==> src/rtl/pit_timer.sv <==
module pit_timer #(
  parameter int NCH   = 5,
  parameter int CNT_W = 32,
  parameter int PSC_W = 8,
  localparam int AW   = $clog2(NCH + 1) + 2
) (
  input  logic             clk,
  input  logic             rst_n,
  input  logic             we,
  input  logic [AW-1:0]    addr,
  input  logic [31:0]      wdata,
  output logic [31:0]      rdata,
  output logic [NCH-1:0]   irq
);
  localparam int EN_B = 30;
  localparam int IE_B = 29;
  localparam int MD_H = 28;
  localparam int MD_L = 27;
  localparam logic [AW-1:0] STAT_A = AW'(NCH * 4);

  logic [NCH-1:0]   en_q, ie_q, flag_q, evt, tick, per, wr_ctl, wr_ini;
  logic [1:0]       mode_q [NCH];
  logic [PSC_W-1:0] psc_q  [NCH];
  logic [PSC_W-1:0] pcnt_q [NCH];
  logic [CNT_W-1:0] init_q [NCH];
  logic [CNT_W-1:0] cnt_q  [NCH];
  logic             stat_wr;

  assign stat_wr = we && (addr == STAT_A);
  assign irq     = flag_q & ie_q;

  always_comb begin
    for (int i = 0; i < NCH; i++) begin
      wr_ctl[i] = we && (addr == AW'(i * 4));
      wr_ini[i] = we && (addr == AW'(i * 4 + 1));
      per[i]    = (mode_q[i] == 2'b01);
      tick[i]   = en_q[i] && (pcnt_q[i] == psc_q[i]);
      evt[i]    = tick[i] && !wr_ctl[i] && (cnt_q[i] <= CNT_W'(1));
    end
  end

  always_ff @(posedge clk or negedge rst_n) begin
    if (!rst_n) begin
      en_q <= '0;
      ie_q <= '0;
      for (int i = 0; i < NCH; i++) begin
        mode_q[i] <= '0;
        psc_q[i]  <= '0;
        pcnt_q[i] <= '0;
        init_q[i] <= '0;
        cnt_q[i]  <= '0;
      end
    end else begin
      for (int i = 0; i < NCH; i++) begin
        if (wr_ini[i]) init_q[i] <= wdata[CNT_W-1:0];
        if (wr_ctl[i]) begin
          en_q[i]   <= wdata[EN_B];
          ie_q[i]   <= wdata[IE_B];
          mode_q[i] <= wdata[MD_H:MD_L];
          psc_q[i]  <= wdata[PSC_W-1:0];
          pcnt_q[i] <= '0;
          if (wdata[EN_B]) cnt_q[i] <= init_q[i];
        end else if (en_q[i]) begin
          if (tick[i]) begin
            pcnt_q[i] <= '0;
            if (evt[i]) begin
              if (per[i]) cnt_q[i] <= init_q[i];
              else begin
                cnt_q[i] <= '0;
                en_q[i]  <= 1'b0;
              end
            end else begin
              cnt_q[i] <= cnt_q[i] - CNT_W'(1);
            end
          end else begin
            pcnt_q[i] <= pcnt_q[i] + PSC_W'(1);
          end
        end
      end
    end
  end

  always_ff @(posedge clk or negedge rst_n) begin
    if (!rst_n) flag_q <= '0;
    else        flag_q <= (flag_q & ~(stat_wr ? wdata[NCH-1:0] : '0)) | evt;
  end

  always_comb begin
    rdata = '0;
    for (int i = 0; i < NCH; i++) begin
      if (addr == AW'(i * 4)) begin
        rdata[EN_B]        = en_q[i];
        rdata[IE_B]        = ie_q[i];
        rdata[MD_H:MD_L]   = mode_q[i];
        rdata[PSC_W-1:0]   = psc_q[i];
      end
      if (addr == AW'(i * 4 + 1)) rdata[CNT_W-1:0] = init_q[i];
      if (addr == AW'(i * 4 + 2)) rdata[CNT_W-1:0] = cnt_q[i];
    end
    if (addr == STAT_A) rdata[NCH-1:0] = flag_q;
  end
endmodule

==> config.mk <==
export PLATFORM = sky130hd
export DESIGN_NAME = pit_timer
export DESIGN_NICKNAME = d
export VERILOG_FILES = /design/src/rtl/pit_timer.sv
export SDC_FILE = /design/constraint.sdc
export NUM_CORES = 1
export LEC_CHECK = 0
export ABC_AREA = 1
export BUFFER_PORTS_ARGS = -buffer_cell sky130_fd_sc_hd__buf_2
export CORE_MARGIN = 2
export CORE_UTILIZATION = 35
export CTS_CLUSTER_SIZE = 12
export DETAILED_ROUTE_END_ITERATION = 10
export PLACE_DENSITY = 0.53
export REMOVE_ABC_BUFFERS = 1
export SKIP_CTS_REPAIR_TIMING = 1
export SLEW_MARGIN = 15
export SYNTH_ARGS = -nofsm -noshare
export SYNTH_HDL_FRONTEND = slang
export SYNTH_SLANG_ARGS = --single-unit
==> constraint.sdc <==
create_clock -name clk -period 2 [get_ports clk]
set_clock_uncertainty 0.1 [all_clocks]
set_input_delay 0.2 -clock clk [delete_from_list [all_inputs] [get_ports clk]]
set_output_delay 0.2 -clock clk [all_outputs]
set_load 0.02 [all_outputs]
==> parameters.txt <==
Parameter                              Value

Layout
  # diodes    0
  Sequential Area    around 0.011 mm2
  Final Net Count    about 4.9k
  Area taken by multi-input logic gates    0.0163 mm2
  Ratio of cells with drive above 1 in the final layout    37.3%
  Layout Utilization    55.9%
  Final-layout fill cell count    7,004
  Final cell count without fillers    5,871
  Syn-to-layout area delta    58.2%

Route
  Detailed Route Iter0 Violations    3,138
  Post-route antenna net violation count    0
  Per-cell via count in the routed design    5.22
  Total Wirelength    118,000 um
  Router iterations before antenna repair    6
  Via count    just over 30k
  Residual DRC    0
  Average detailed-routed wire length per instance    20.1 um

Clock network
  Deepest clock path buffer count    3
  Latest clock arrival within the worst-skew pair    0.62 ns
  CTS clock-pin slew for the worst setup and hold paths    0.06 ns
  Clock tree from TritonCTS    yes
  Cell at the root of the clock tree    sky130_fd_sc_hd__clkbuf_16
  Number of clock buffers inserted by TritonCTS    53
  CTS H-tree depth    2
  Number of clock sinks    425

Logic synthesis
  Count of state elements after synthesis    425
  Post-synth EDFFs    0
  Cell area after technology mapping    ~0.026 mm2
  Proportion of synthesized chip area in sequential cells    40.5%
  Count of cell types in the netlist    56
  Top cells by area, synth    sky130_fd_sc_hd__dfrtp_1 (41%), sky130_fd_sc_hd__nand2_1 (17%), sky130_fd_sc_hd__o21ai_0 (7.8%)
  Cell with the most instances after synthesis    sky130_fd_sc_hd__nand2_1
  Average footprint of a synthesized cell    6.81 um2
  Ys async rst share    100%
  Most common flop cell mapped by yosys    sky130_fd_sc_hd__dfrtp_1
  Synthesized netlist cell count    3,855
  Top post-synthesis cells by count    sky130_fd_sc_hd__nand2_1 (1,208), sky130_fd_sc_hd__nor2_1 (441), sky130_fd_sc_hd__dfrtp_1 (425), sky130_fd_sc_hd__o21ai_0 (408), sky130_fd_sc_hd__inv_1 (378)
  Area share of the leading cell type in the synthesized netlist    40.5%
  Count of warnings emitted by yosys    0
  Post-synth top area cell    sky130_fd_sc_hd__dfrtp_1

Critical path
  Arrival time reported for the critical path endpoint    2.33 ns
  CP startpoint kind    flip-flop
  CP max FO    3
  Critical path capture point type    output pin
  Required arrival time at the worst endpoint    roughly 1.7 ns
  Startpoint-to-endpoint class of the critical path    reg -> out

Power and ir drop
  Worst vdd rail ir drop    606 uV
  Power Density    1050 mW/mm2
  Overall power after layout    between 40 and 50 mW
  Reported leakage power    20.8 nW

GRT
  Pin count of the biggest net entering global routing    77
  Aggregate global-route resource usage    28.4%
  GR Overflow Total    0
  Initial antenna violation count    0
  First-pass GRT wire length    168,000 um
  Via count of the first global-routing pass    27.6k

Place
  Worst setup timing slack at the placement stage    -0.444 ns
  Count of placed standard cells including taps    5,596
  Estimated wirelength of the detail-placed design    85,500 um
  IO buf count    76
  Routability Congestion    just under 1

Status
  Violated checks    negative hold slack, negative setup slack
  Run status    finished, violations left

Floorplan
  Vertical extent of the die    ~280 um
  Die area    between 0.07 and 0.08 mm2
  Core box area    0.0743 mm2
  I/O pins    77
  Number of placement rows    100
  Die span in x    278 um
  Effective utilization at floorplan    roughly a third

Timing
  Worst hold-check slack    -0.0297 ns
  Max Freq    380 MHz
  Final Worst Setup Slack    -0.634 ns
  Period minus WS final    roughly 2.6 ns
  Tightest slew margin relative to the limit    55.9%
  Final setup vio count    approximately 200
  Pins over their slew limit    0
  Unrepaired setup endpoints after global routing    true
  Fin crit share    132%
  Fin. Hold Viols    10
  Slew of the pin with the lowest slew margin    0.661 ns

Job
  Max-cap violations    0

Min path
  Worst hold path type    in -> reg
-- cells in the final DEF, fill, tap and decap left out, types with 13 or more instances in the layout --
| cell | netlist | layout |
|---|---|---|
| sky130_fd_sc_hd__dlygate4sd3_1 | 0 | 30 |
| sky130_fd_sc_hd__nand2_1 | 1208 | 1064 |
| sky130_fd_sc_hd__nor3_1 | 48 | 30 |
| sky130_fd_sc_hd__nand3_1 | 208 | 142 |
| sky130_fd_sc_hd__buf_2 | 28 | 44 |
| sky130_fd_sc_hd__nand2_2 | 8 | 93 |
| sky130_fd_sc_hd__nor2_2 | 6 | 74 |
| sky130_fd_sc_hd__inv_2 | 13 | 54 |
| sky130_fd_sc_hd__inv_4 | 2 | 19 |
| sky130_fd_sc_hd__nor4_1 | 25 | 15 |
| sky130_fd_sc_hd__nand2_4 | 3 | 57 |
| sky130_fd_sc_hd__nor2_1 | 441 | 328 |
| sky130_fd_sc_hd__or2_2 | 13 | 13 |
| sky130_fd_sc_hd__o211ai_1 | 20 | 20 |
| sky130_fd_sc_hd__dfrtp_1 | 425 | 413 |
| sky130_fd_sc_hd__nor2_4 | 6 | 51 |
| sky130_fd_sc_hd__a31oi_1 | 37 | 34 |
| sky130_fd_sc_hd__clkbuf_16 | 0 | 70 |
| sky130_fd_sc_hd__inv_1 | 378 | 309 |
| sky130_fd_sc_hd__nor3_2 | 3 | 14 |
| sky130_fd_sc_hd__o21ai_0 | 408 | 315 |
| sky130_fd_sc_hd__a21oi_1 | 162 | 98 |
| sky130_fd_sc_hd__o2111ai_2 | 0 | 19 |
| sky130_fd_sc_hd__a21oi_2 | 1 | 61 |
| sky130_fd_sc_hd__o21ai_1 | 14 | 48 |
| sky130_fd_sc_hd__xnor2_1 | 26 | 25 |
| sky130_fd_sc_hd__nand4_1 | 75 | 75 |
| sky130_fd_sc_hd__buf_6 | 2 | 125 |
| sky130_fd_sc_hd__buf_4 | 6 | 800 |
| sky130_fd_sc_hd__nand3_2 | 3 | 63 |
| sky130_fd_sc_hd__buf_12 | 0 | 65 |
| sky130_fd_sc_hd__xor2_1 | 82 | 80 |
| sky130_fd_sc_hd__o21ai_2 | 2 | 55 |
-- logic make-up (layout without fill, tap and decap cells) --
| logic type | count (synthesis) | in the layout | synth area share, % |
|---|---|---|---|
| compound gates | 703 | 703 | 14.5 |
| xor+xnor | 108 | 108 | 3.60 |
| fa+ha+maj | 15 | 15 | 0.715 |
| buf+inv | 539 | 1586 | 8.00 |
| flops | 425 | 425 | 40.5 |
| simple gates | 2065 | 2065 | 32.7 |
-- metrics by stage --
step | instance area (um2) | TNS, ns
4_1_cts | 36200 | -59.41
3_3_place_gp | 34300 | -58.42
5_1_grt | 41500 | -68.65
3_5_place_dp | 34300 | -62.92
2_1_floorplan | 25700 | -374.64
6_report | 41500 | -47.11
-- registers in the layout (all words and copies together), names as in the netlist --
register	count
psc_q	40
cnt_q	160
en_q	5
mode_q	10
ie_q	5
init_q	160
pcnt_q	40
flag_q	5
-- final cells by class --
| class | count | share of cell area [%] |
|---|---|---|
| Clock inverter | 30 | 1.02 |
| Sequential cell | 425 | 25.6 |
| Timing Repair Buffer | 1089 | 23.5 |
| Inverter | 397 | 3.86 |
| Clock buffer | 70 | 3.69 |
| Multi-Input combinational cell | 2891 | 39.4 |
| Tap cell | 969 | 2.92 |
-- final timing paths --
path	slack [ns]	from	cells past startpoint	endpoint
hold / removal	-0.03	wdata[23]	3	init_q[55]
min in group asynchronous	-0.01	rst_n	2	init_q[153]
setup reg to reg	-0.47	cnt_q[143]	13	cnt_q[143]
setup / recovery	-0.63	psc_q[32]	12	rdata[0]
max in group asynchronous	1.03	rst_n	3	cnt_q[21]
hold reg to reg	0.39	init_q[89]	2	init_q[89]
-- worst max-delay path, stage by stage (launching register included) --
cell and delay [ns]:
sky130_fd_sc_hd__dfrtp_1 0.40, sky130_fd_sc_hd__buf_6 0.13, sky130_fd_sc_hd__nand4_1 0.09, sky130_fd_sc_hd__nand2_1 0.09, sky130_fd_sc_hd__nor2_1 0.10, sky130_fd_sc_hd__nand4_1 0.15, sky130_fd_sc_hd__nand2_1 0.14, sky130_fd_sc_hd__nand4_1 0.10
sky130_fd_sc_hd__nand2_2 0.11, sky130_fd_sc_hd__nand3_2 0.07, sky130_fd_sc_hd__nand2_2 0.09, sky130_fd_sc_hd__nand3_2 0.09, sky130_fd_sc_hd__buf_6 0.15
-- per-layer routing --
metal	share of wire (%)	track usage, %	routed length, um
met5	0	0	0
met4	3.2	8.04	3820
met3	8.3	4.25	9810
met2	43	42.4	50700
met1	45	42.2	53300
-- power breakdown --
group / switching, mW / internal [mW]
Sequential: 1.91 / 10.6
Combinational: 10.4 / 9.75
Clock: 4.18 / 6.68
Total: 16.5 / 27.0
No activity file was read; power rests on OpenSTA's default activity.
